File: src/rtl/hazard_pkg.sv
package hazard_pkg;
  typedef enum logic [1:0] {
    SRC_FILE = 2'b00,
    SRC_WB   = 2'b01,
    SRC_MEM  = 2'b10
  } ex_src_e;
endpackage

File: src/rtl/ex_operand_fwd.sv
module ex_operand_fwd #(
  parameter int AW = 5
) (
  input  logic [AW-1:0]       src,
  input  logic [AW-1:0]       dst_mem,
  input  logic                wen_mem,
  input  logic [AW-1:0]       dst_wb,
  input  logic                wen_wb,
  output hazard_pkg::ex_src_e sel
);
  logic nz, hit_mem, hit_wb;
  assign nz      = (src != '0);
  assign hit_mem = nz && wen_mem && (src == dst_mem);
  assign hit_wb  = nz && wen_wb && (src == dst_wb);

  always_comb begin
    if (hit_mem)     sel = hazard_pkg::SRC_MEM;
    else if (hit_wb) sel = hazard_pkg::SRC_WB;
    else             sel = hazard_pkg::SRC_FILE;
  end
endmodule

File: src/rtl/id_cmp_fwd.sv
module id_cmp_fwd #(
  parameter int AW = 5
) (
  input  logic [AW-1:0] src,
  input  logic [AW-1:0] dst_mem,
  input  logic          wen_mem,
  output logic          hit
);
  assign hit = (src != '0) && wen_mem && (src == dst_mem);
endmodule

File: src/rtl/stall_ctrl.sv
module stall_ctrl #(
  parameter int AW = 5
) (
  input  logic [AW-1:0] rs_id,
  input  logic [AW-1:0] rt_id,
  input  logic [AW-1:0] rt_ex,
  input  logic [AW-1:0] dst_ex,
  input  logic [AW-1:0] dst_mem,
  input  logic          load_ex,
  input  logic          wen_ex,
  input  logic          load_mem,
  input  logic          branch_id,
  output logic          stall
);
  logic load_use, br_on_ex, br_on_mem;
  assign load_use  = load_ex && ((rt_ex == rs_id) || (rt_ex == rt_id));
  assign br_on_ex  = branch_id && wen_ex && ((dst_ex == rs_id) || (dst_ex == rt_id));
  assign br_on_mem = branch_id && load_mem && ((dst_mem == rs_id) || (dst_mem == rt_id));
  assign stall     = load_use || br_on_ex || br_on_mem;
endmodule

File: src/rtl/hazard_unit.sv
module hazard_unit #(
  parameter int AW = 5
) (
  input  logic [AW-1:0] rs_id,
  input  logic [AW-1:0] rt_id,
  input  logic [AW-1:0] rs_ex,
  input  logic [AW-1:0] rt_ex,
  input  logic [AW-1:0] dst_ex,
  input  logic [AW-1:0] dst_mem,
  input  logic [AW-1:0] dst_wb,
  input  logic          wen_ex,
  input  logic          wen_mem,
  input  logic          wen_wb,
  input  logic          load_ex,
  input  logic          load_mem,
  input  logic          branch_id,
  output logic [1:0]    ex_sel_a,
  output logic [1:0]    ex_sel_b,
  output logic          id_fwd_a,
  output logic          id_fwd_b,
  output logic          stall_fetch,
  output logic          stall_decode,
  output logic          flush_exec
);
  localparam int NOPS = 2;

  logic [AW-1:0]       ex_src [NOPS];
  logic [AW-1:0]       id_src [NOPS];
  hazard_pkg::ex_src_e ex_sel [NOPS];
  logic [NOPS-1:0]     id_hit;
  logic                stall;

  assign ex_src[0] = rs_ex;
  assign ex_src[1] = rt_ex;
  assign id_src[0] = rs_id;
  assign id_src[1] = rt_id;

  for (genvar i = 0; i < NOPS; i++) begin : g_op
    ex_operand_fwd #(.AW(AW)) u_ex_fwd (
      .src(ex_src[i]), .dst_mem(dst_mem), .wen_mem(wen_mem),
      .dst_wb(dst_wb), .wen_wb(wen_wb), .sel(ex_sel[i])
    );
    id_cmp_fwd #(.AW(AW)) u_id_fwd (
      .src(id_src[i]), .dst_mem(dst_mem), .wen_mem(wen_mem), .hit(id_hit[i])
    );
  end

  stall_ctrl #(.AW(AW)) u_stall (
    .rs_id(rs_id), .rt_id(rt_id), .rt_ex(rt_ex), .dst_ex(dst_ex),
    .dst_mem(dst_mem), .load_ex(load_ex), .wen_ex(wen_ex),
    .load_mem(load_mem), .branch_id(branch_id), .stall(stall)
  );

  assign ex_sel_a     = ex_sel[0];
  assign ex_sel_b     = ex_sel[1];
  assign id_fwd_a     = id_hit[0];
  assign id_fwd_b     = id_hit[1];
  assign stall_fetch  = stall;
  assign stall_decode = stall;
  assign flush_exec   = stall;
endmodule

File: config.mk
export PLATFORM = sky130hd
export DESIGN_NAME = hazard_unit
export DESIGN_NICKNAME = d
export VERILOG_FILES = /design/src/rtl/hazard_pkg.sv /design/src/rtl/ex_operand_fwd.sv /design/src/rtl/id_cmp_fwd.sv /design/src/rtl/stall_ctrl.sv /design/src/rtl/hazard_unit.sv
export SDC_FILE = /design/constraint.sdc
export NUM_CORES = 1
export LEC_CHECK = 0
export ABC_AREA = 0
export ABC_CLOCK_PERIOD_IN_PS = 1500
export BUFFER_PORTS_ARGS = -buffer_cell sky130_fd_sc_hd__buf_2
export CAP_MARGIN = 0
export CELL_PAD_IN_SITES_DETAIL_PLACEMENT = 0
export CELL_PAD_IN_SITES_GLOBAL_PLACEMENT = 1
export CORE_ASPECT_RATIO = 1.1
export CORE_UTILIZATION = 29
export DETAILED_ROUTE_END_ITERATION = 10
export GPL_TIMING_DRIVEN = 1
export PLACE_DENSITY = 0.84
export SLEW_MARGIN = 20
export SYNTH_ARGS = -nofsm -noshare
export SYNTH_HDL_FRONTEND = slang
export SYNTH_SLANG_ARGS = --single-unit
File: constraint.sdc
create_clock -name vclk -period 1.5
set_input_delay 0.15 -clock vclk [all_inputs]
set_output_delay 0.15 -clock vclk [all_outputs]
set_load 0.05 [all_outputs]
# [Yosys cells after proc, flatten, opt, wreduce, memory -nomap -nowiden]
# Index checks and enable logic that the tools add are counted.
[classes] mux=4 eq_ne=12 reduce_logical=26
[ops] op="$eq A5 B5 Y1" n=12
[ops] op="$reduce_bool A5 Y1" n=4
[ops] op="$logic_and A1 B1 Y1" n=17
[ops] op="$logic_or A1 B1 Y1" n=5
[ops] op="$mux W2" n=2
[ops] op="$mux W1" n=2
[word_totals] register_bits=0 inputBits=41 elab_cells=42 output_inout_bits=9

# [Depth between registers and ports, before layout]
# Gate-level depths: netlist of run 1.
[logic_depth] ltp_word=5 ltp_mapped=7 ltp_nobuf=5

# [Hierarchy]
# A second synthesis of run 1 with hierarchy kept.
[hier_totals] hier_cells=105 hier_area_um2=812.0
[by_module_without_submodules] mod="stall_ctrl" n_inst=1 seq_area_each_um2=0.0 area_per_inst_um2=351.6 cells_per_inst=45
[by_module_without_submodules] mod="ex_operand_fwd" n_inst=2 seq_area_each_um2=0.0 area_per_inst_um2=146.4 cells_per_inst=19
[by_module_without_submodules] mod="id_cmp_fwd" n_inst=2 seq_area_each_um2=0.0 area_per_inst_um2=76.3 cells_per_inst=10
[by_module_without_submodules] mod="hazard_unit" n_inst=1 seq_area_each_um2=0.0 area_per_inst_um2=15.0 cells_per_inst=2

# [Worst setup path after synthesis of run 1]
# No wires, ideal clock.
[synth_path] kind="input -> output" start="input rs_ex[0]" end="output ex_sel_a[0]" path_buffers=0 setup_slack_ns=-1.042 stages=4 arrival_ns=2.392 t_required_ns=1.350 path_cell_list="or4_1 -> nor2_1 -> nor4_1 -> nor4_1"
[synth_via] word_cells_on_any_way=9 classes_between="eq/ne (2); mux (2); reduce/logical (5)"
[synth_rtl] element="start, declared" line="hazard_unit.sv:6" text="input logic [AW-1:0] rs_ex,"
[synth_rtl] element="$reduce_bool A5 Y1" line="ex_operand_fwd.sv:12" text="assign nz = (src != '0);"
[synth_rtl] element="$logic_and A1 B1 Y1" line="ex_operand_fwd.sv:13" text="assign hit_mem = nz && wen_mem && (src == dst_mem);"
[synth_rtl] element="$logic_and A1 B1 Y1 (*)" line="ex_operand_fwd.sv:13"
[synth_rtl] element="net g_op[0].u_ex_fwd.hit_mem" line="ex_operand_fwd.sv:11" text="logic nz, hit_mem, hit_wb;"
[synth_rtl] element="$mux W2 (*)" line="ex_operand_fwd.sv:17" text="if (hit_mem) sel = hazard_pkg::SRC_MEM;"
[synth_rtl] element="end, declared" line="hazard_unit.sv:17" text="output logic [1:0] ex_sel_a,"
# Mark *: on every way through the listed nets, which the timed path passes. The rest lies on a longest branch.

# [Worst setup path after layout of run 1]
[layout_path] start="input rs_ex[0]" end="output ex_sel_a[0]"
[layout_via] elab_chain_len=5 word_cells_on_any_way=9 classes_between="eq/ne (2); mux (2); reduce/logical (5)"
[layout_lines] element="$reduce_bool A5 Y1" line="ex_operand_fwd.sv:12"
[layout_lines] element="$logic_and A1 B1 Y1 (2 in series)" line="ex_operand_fwd.sv:14" text="assign hit_wb = nz && wen_wb && (src == dst_wb);"
[layout_lines] element="$mux W1" line="ex_operand_fwd.sv:18" text="else if (hit_wb) sel = hazard_pkg::SRC_WB;"
[layout_lines] element="$mux W2 (*)" line="ex_operand_fwd.sv:17"
# Mark *: on every way between the ends. The rest lies on a longest branch, timed or not.

==> results.json, run 1 <==
{
  "status": "complete, but fails checks",
  "violations": "negative setup slack",
  "cpPeakStageDelay_ns": 0.55,
  "grt_pass1_vias": 876,
  "internal_power_w": 0.0001926,
  "synthTopCellsByArea": "xor2_1 (31%), xnor2_1 (29%), nand4_1 (6.0%)",
  "cts_hold_buffers": 0,
  "yosys.area.top_type": "xor2_1",
  "drv_cap": 0,
  "peakVddDrop_mv": 0.1871,
  "finalMaxSlewViolations": 0,
  "die_w_um": 49.82,
  "yosysWarnings": 0,
  "path_class": "primary input to output port",
  "syn_nets": 136,
  "syn_area_um2": 729.5,
  "grt_util_all_layers": 0.1887,
  "yosysMostFrequentCell": "xor2_1",
  "fin_crit_sh": 1.059,
  "final_core_util": 0.5636,
  "synth_compound_area_frac": 0.02573,
  "n_sequential_cell": 0,
  "p_seq_frac": 0,
  "place_ws_ns": -0.1537,
  "switching_share": 0.5126,
  "synthCells": 95,
  "layout-drive-gt1-share": 0.5621,
  "hold_viol_final": 0,
  "critPathSlowestCell": "or4_4",
  "antenna_found_initial": 0,
  "wire_per_inst_um": 14.78,
  "clock_buffer_count": 0,
  "routed_wl_um": 2705,
  "path_buf_inv": 2,
  "whs_ns": 0.7051,
  "port_buffers": 50,
  "synthXorXnorAreaFrac": 0.6003,
  "avgSynthCellArea_um2": 7.678,
  "diodes": 0,
  "grt_pass1_wl_um": 3946,
  "crit_arrival_ns": 1.44,
  "seq_area_um2": 0,
  "power_leakage_nw": 0.5474,
  "place_congestion": 0.8036,
  "worstPathCellList": "buf_2 > or4_4 > nor2_4 > nor4_2 > nor4_4 > buf_6",
  "die_height_um": 54.60,
  "pwr-share-clk": 0,
  "min_period_ns": 1.589,
  "row_count": 18,
  "drt_iter0_drc": 3,
  "synth_common_cells": "xor2_1 (26), xnor2_1 (24), nand4_1 (7), nor4_1 (6)",
  "grt_max_degree": 6,
  "yosys.area_share.simple": 0.2796,
  "synth_top_family_by_area": "XOR/XNOR gates",
  "vias": 895,
  "drt_first_pass_iters": 4,
  "antenna_left": 0,
  "crit_family": "simple AND/OR/NAND/NOR gates",
  "vias_per_cell": 4.891,
  "hp-class": "primary input to output port",
  "io_pins": 50,
  "cp-end-kind": "output port",
  "worst-path-stages": 6,
  "synthAdderAreaFrac": 0,
  "nNetsFinal": 196,
  "crit_required_ns": 1.35,
  "area_growth_pct": 79.24,
  "start_util": 0.3145,
  "coreArea_mm2": 0.002320,
  "cp_max_fo": 2,
  "grt_setup_unrepaired": "yes",
  "seq_area_frac_synth": 0,
  "overflow": 0,
  "whs_path_depth": 4,
  "finalWorstSetupSlack_ns": -0.08914,
  "dp_hpwl_um": 2046,
  "fmax_mhz": 629.3,
  "dieArea_mm2": 0.002720,
  "start_kind": "primary input",
  "worst_slew_pin_slew_ns": 0.4218,
  "power.density_mw_per_mm2": 302.3,
  "synth_cell_types": 18,
  "drcViolationCount": 0,
  "setup_viol": 2,
  "power_switching_w": 0.0002026,
  "yosys.area.top_type_share": 0.3122,
  "muxShareOfSynthArea": 0,
  "comb_power_share": 1.000,
  "slew_headroom": 0.7164
}
==> layer usage <==
| metal | GRT usage | routed length (µm) | vias up |
|---|---|---|---|
| met5 | 0 | 0 | - |
| met4 | 0.009524 | 7 | 0 |
| met3 | 0.01111 | 123 | 2 |
| met2 | 0.3964 | 1466 | 42 |
| met1 | 0.2184 | 1107 | 416 |
| li1 | - | - | 435 |
==> layout by cell type, fill, tap and decap left out, drive strengths merged <==
| master | netlist | routed |
|---|---|---|
| nand3 | 4 | 4 |
| o21ai | 2 | 2 |
| xnor2 | 24 | 24 |
| nor2 | 4 | 4 |
| or4 | 4 | 4 |
| buf | 7 | 68 |
| nand2 | 3 | 3 |
| xor2 | 26 | 26 |
| a31o | 1 | 1 |
| nand4 | 7 | 7 |
| nor4 | 8 | 8 |
| nor3 | 2 | 2 |
==> per-stage QoR <==
stage / instances / total power (W) / area, µm² / TNS [ns]
CTS: 181 / 0.0003557 / 1176 / -0.1315
floorplan: 95 / 0.0001981 / 782.0 / -0.5337
global route: 183 / 0.0004225 / 1308 / -0.5101
global placement: 181 / 0.0003245 / 1110 / -0.5685
detailed placement: 181 / 0.0003335 / 1110 / -0.8692
finish: 183 / 0.0003952 / 1308 / -0.1644
==> tightest hold or removal path, stage by stage <==
cell and delay, ns:
buf_2 0.11, nand2_1 0.10, nor4_4 0.06, buf_6 0.14
==> worst paths after layout <==
check             slack, ns      from           to
setup / recovery      -0.09  rs_ex[0]  ex_sel_a[0]
hold / removal         0.71    wen_wb  ex_sel_a[0]
==> what timing repair did <==
action,CTS,global route
buffers inserted,0,2
pin swaps,4,10
gates resized for setup,17,30
setup endpoints to repair,6,7
==> layout make-up <==
cell class | instances | area [µm²]
fill | 211 | 1012
tap | 30 | 37.54
timing repair buffer | 68 | 488.0
multi-input combinational | 85 | 782.0
==> cells by family (layout without fill, tap and decap cells) <==
group | count (synthesis) | after routing
compound gates | 3 | 3
simple gates | 32 | 32
buf+inv | 10 | 68
xor+xnor | 50 | 50
==> power groups by stage <==
stage | logic (W) | registers (W) | clock network (W)
after floorplan | 0.000198 | 0 | 0
after global placement | 0.000324 | 0 | 0
after detailed placement | 0.000333 | 0 | 0
after CTS | 0.000356 | 0 | 0
after global routing | 0.000423 | 0 | 0
final | 0.000395 | 0 | 0
(Power assumes the default switching activity.)
==> run 2, diff against run 1 <==
==> constraint.sdc (replaced) <==
create_clock -name vclk -period 1.5
set_input_delay 0.15 -clock vclk [all_inputs]
set_output_delay 0.15 -clock vclk [all_outputs]
set_load 0.01 [all_outputs]
==> run 2 against run 1 <==
Effect of this change: the flow still finishes with violations (negative setup slack); die area is the same; maximum frequency decreased by 2.1%; flip-flop and latch count stayed put; critical path depth unchanged; critical path type unchanged; largest cell class unchanged; largest power group unchanged.
==> results.json, run 2 (synthesized netlist as in run 1, its figures left out) <==
{
  "vias_per_cell": 4.848,
  "drcViolationCount": 0,
  "drv_cap": 0,
  "port_buffers": 50,
  "fillCellCount": 228,
  "cp-end-kind": "output port",
  "most-common-layout-cells": "buf_2 (46), xor2_1 (26), xnor2_1 (23), buf_4 (14), nand4_1 (7)",
  "grt_util_all_layers": 0.1881,
  "start_kind": "primary input",
  "grt_setup_unrepaired": "yes",
  "grt_pass1_vias": 846,
  "layoutNonFillerInstCount": 178,
  "hp-class": "primary input to output port",
  "antenna_left": 0,
  "holdPathEnd": "ex_sel_b[0]",
  "dp_hpwl_um": 1884,
  "peakVddDrop_mv": 0.1195,
  "clock_buffer_count": 0,
  "worstPathCellList": "buf_2 > or4_4 > nor2_4 > nor4_2 > nor4_2 > buf_2",
  "hold_start": "wen_wb",
  "power_leakage_nw": 0.4995,
  "whs_path_depth": 4,
  "vias": 863,
  "area_growth_pct": 53.52,
  "whs_ns": 0.6412,
  "finalMaxSlewViolations": 0,
  "wire_per_inst_um": 13.62,
  "crit_required_ns": 1.35,
  "crit_arrival_ns": 1.47,
  "hold_viol_final": 0,
  "nNetsFinal": 191,
  "fmax_mhz": 616.2,
  "fin_crit_sh": 1.082,
  "io_pins": 50,
  "die_height_um": 54.60,
  "finalWorstSetupSlack_ns": -0.1229,
  "die_w_um": 49.82,
  "drt_iter0_drc": 11,
  "power.density_mw_per_mm2": 275.5,
  "path_class": "primary input to output port",
  "antenna_found_initial": 0,
  "layout-drive-gt1-share": 0.5000,
  "dieArea_mm2": 0.002720,
  "setup_viol": 2,
  "violations": "negative setup slack",
  "place_ws_ns": -0.04814,
  "final_common_cell": "buf_2",
  "start_util": 0.3145,
  "place_congestion": 0.8708,
  "worst_slew_pin_slew_ns": 0.3484,
  "diodes": 0,
  "multiInputGateArea_um2": 713.2,
  "critPathSlowestCell": "or4_4",
  "dpl_cell_area_mm2": 0.001023,
  "drt_first_pass_iters": 4,
  "n_sequential_cell": 0,
  "cp_max_fo": 2,
  "stdcell_area_mm2": 0.001120,
  "seq_area_um2": 0,
  "final_core_util": 0.4827,
  "coreArea_mm2": 0.002320,
  "status": "complete, but fails checks",
  "dp.cells": 175,
  "cpPeakStageDelay_ns": 0.52,
  "overflow": 0,
  "grt_pass1_wl_um": 3870,
  "grt_max_degree": 6,
  "row_count": 18,
  "routed_wl_um": 2425,
  "min_period_ns": 1.623,
  "slew_headroom": 0.7658
}
-- run 2: how the worst max path moves through the flow --
stage                   from     endpoint  slack, ns
floorplan           rt_ex[3]  ex_sel_b[0]       0.02
global placement    rs_ex[0]  ex_sel_a[0]      -0.02
detailed placement  rs_ex[0]  ex_sel_a[0]      -0.05
CTS                 rs_ex[2]  ex_sel_a[0]      -0.03
global route        rs_ex[3]  ex_sel_a[0]      -0.12
finish              rs_ex[3]  ex_sel_a[0]      -0.12
-- run 2: cell type report --
type,instances,share of cell area
tap,30,0.03352
timing repair buffer,63,0.3296
multi-input combinational,85,0.6369
-- run 2: what timing repair did --
action / 4_1_cts / 5_1_grt
setup endpoints to repair: 2 / 6
gates resized for setup: 5 / 8
pin swaps: 4 / 3
setup buffers: 3 / 0
hold buffers: 0 / 0
-- run 2: layer usage --
layer | vias to the layer above | track usage | share of wire
li1 | 432 | - | -
met1 | 382 | 0.2136 | 0.41
met2 | 45 | 0.3739 | 0.51
met3 | 4 | 0.02500 | 0.066
met4 | 0 | 0.04286 | 0.016
met5 | - | 0 | 0
-- run 2: worst max-delay path, delay by kind of cell --
| kind | cells | cell delay [ns] |
|---|---|---|
| and+or+nand+nor | 4 | 1.01 |
| buffers and inverters | 2 | 0.31 |
-- run 2: through the flow --
stage | setup TNS, ns | total power, W
3_3_place_gp | -0.01553 | 0.0002751
3_5_place_dp | -0.07482 | 0.0002806
4_1_cts | -0.06749 | 0.0002913
5_1_grt | -0.2145 | 0.0003341
6_report | -0.1580 | 0.0003085
2_1_floorplan | 0 | 0.0001572
-- run 2: where the power goes --
group	switching (W)	internal, W
logic	0.000154	0.000155
registers	0	0
clock network	0	0
total	0.000154	0.000155
==> run 3, diff against run 2 <==
Settings changed: CELL_PAD_IN_SITES_DETAIL_PLACEMENT 0 to default, CELL_PAD_IN_SITES_GLOBAL_PLACEMENT 1 to default, CORE_UTILIZATION 29 to 44, PLACE_DENSITY 0.84 to 0.85.
==> run 3 against run 2 <==
Effect of this change: the run now ends clean; largest power group unchanged; critical path depth did not move; critical path type unchanged; worst hold slack worse by 0.0065 ns; power increased by 3.4%; flip-flop and latch count is the same.
==> results.json, run 3 (synthesized netlist as in run 1, its figures left out) <==
{
  "status": "completed",
  "worstPathCellList": "buf_2 > or4_4 > nor2_4 > nor4_2 > nor4_1 > buf_2",
  "dp_hpwl_um": 1858,
  "start_kind": "primary input",
  "peakVddDrop_mv": 0.1576,
  "vias_per_cell": 5.528,
  "power_w": 0.0003189,
  "drcViolationCount": 0,
  "internal_power_w": 0.0001566,
  "place_ws_ns": -0.05906,
  "pwr-share-clk": 0,
  "place_congestion": 0.7885,
  "drv_cap": 0,
  "cpPeakStageDelay_ns": 0.54,
  "fin_crit_sh": 0.9948,
  "antenna_found_initial": 0,
  "seq_area_um2": 0,
  "n_sequential_cell": 0,
  "crit_path_frequent_cell": "buf_2",
  "coreArea_mm2": 0.001558,
  "layout-drive-gt1-share": 0.4932,
  "final.setup.tns_ns": 0,
  "grt_max_degree": 6,
  "cts_hold_buffers": 0,
  "crit_arrival_ns": 1.34,
  "comb_power_share": 1.000,
  "crit_required_ns": 1.35,
  "final_common_cell": "buf_2",
  "drt_iter0_drc": 24,
  "routed_wl_um": 2290,
  "power.density_mw_per_mm2": 286.4,
  "dieArea_mm2": 0.001825,
  "p_seq_frac": 0,
  "antenna_left": 0,
  "setup_viol": 0,
  "most-common-layout-cells": "buf_2 (47), xor2_1 (24), xnor2_1 (24), buf_4 (10), nand4_1 (7)",
  "grt_util_all_layers": 0.2498,
  "grt_setup_unrepaired": "yes",
  "fillCellCount": 118,
  "worst_slew_pin_slew_ns": 0.3143,
  "min_period_ns": 1.492,
  "diodes": 0,
  "cp_max_fo": 2,
  "port_buffers": 50,
  "power_leakage_nw": 0.4906,
  "path_buf_inv": 2,
  "slew_headroom": 0.7887,
  "area_growth_pct": 52.66,
  "vias": 901,
  "hp-class": "primary input to output port",
  "nNetsFinal": 189,
  "crit_family": "simple AND/OR/NAND/NOR gates",
  "start_util": 0.4683,
  "path_class": "primary input to output port",
  "fmax_mhz": 670.1,
  "whs_path_depth": 4,
  "critPathSlowestCell": "or4_4",
  "hold_viol_final": 0,
  "cp-end-kind": "output port",
  "drt_first_pass_iters": 4,
  "die_height_um": 44.71,
  "grt_pass1_wl_um": 3284,
  "finalWorstSetupSlack_ns": 0.007763,
  "overflow": 0,
  "holdPathEnd": "ex_sel_a[0]",
  "switching_share": 0.5089,
  "wire_per_inst_um": 14.05,
  "worst-path-stages": 6,
  "power_switching_w": 0.0001623,
  "dpl_cell_area_um2": 992.2,
  "clock_buffer_count": 0,
  "hold_start": "wen_wb",
  "io_pins": 50,
  "stdcell_area_mm2": 0.001114,
  "finalMaxSlewViolations": 0,
  "row_count": 15,
  "die_w_um": 40.82,
  "grt_pass1_vias": 825
}
-- run 3: cell count changes in the layout (fill, tap and decap cells not counted) --
cell,before,now
nor4_2,5,4
buf_6,3,4
buf_4,14,10
xor2_4,0,2
xor2_1,26,24
buf_2,46,47
xnor2_2,1,0
nor4_1,2,3
xnor2_1,23,24
-- run 3: worst min-delay path: stages --
cell	delay, ns
buf_2	0.11
nand2_1	0.06
nor4_1	0.04
buf_2	0.13
-- run 3: power by group through the flow --
stage               clock, W  combinational [W]  sequential (W)
finish                     0           0.000319               0
global route               0           0.000343               0
CTS                        0           0.000285               0
detailed placement         0           0.000277               0
global placement           0           0.000267               0
floorplan                  0           0.000157               0
-- run 3: per-layer routing --
metal | vias up | track usage | part of all wire
li1 | 425 | - | -
met1 | 437 | 0.2982 | 0.40
met2 | 31 | 0.4625 | 0.53
met3 | 8 | 0.01478 | 0.038
met4 | 0 | 0.05333 | 0.026
met5 | - | 0 | 0
-- run 3: final cells by class --
type	instances	area, µm²	share of cell area
tap	17	21.27	0.01910
timing repair buffer	61	355.3	0.3191
multi-input combinational	85	737.0	0.6618
-- run 3: through the flow --
step | std cells | hold slack (ns) | utilization
after global placement | 160 | 0.6291 | 0.6369
after CTS | 160 | 0.6313 | 0.6522
after floorplan | 95 | 0.3980 | -
after detailed placement | 160 | 0.6304 | 0.6369
after global routing | 163 | 0.6497 | 0.7149
final | 163 | 0.6347 | 0.7149
-- run 3: how the worst max path moves through the flow --
stage	endpoint	start	slack (ns)
floorplan	ex_sel_b[0]	rt_ex[3]	0.02
global placement	ex_sel_a[0]	rs_ex[0]	-0.01
detailed placement	stall_decode	rt_ex[3]	-0.06
CTS	ex_sel_a[0]	rs_ex[0]	0.0004
global route	ex_sel_a[0]	rs_ex[0]	-0.07
finish	ex_sel_a[0]	rs_ex[0]	0.008
-- run 3: what timing repair did --
item | in CTS | in global routing
gates cloned | 0 | 0
pin swaps | 2 | 7
gates resized for setup | 5 | 13
setup buffers | 0 | 3
endpoints found under the setup margin | 4 | 5
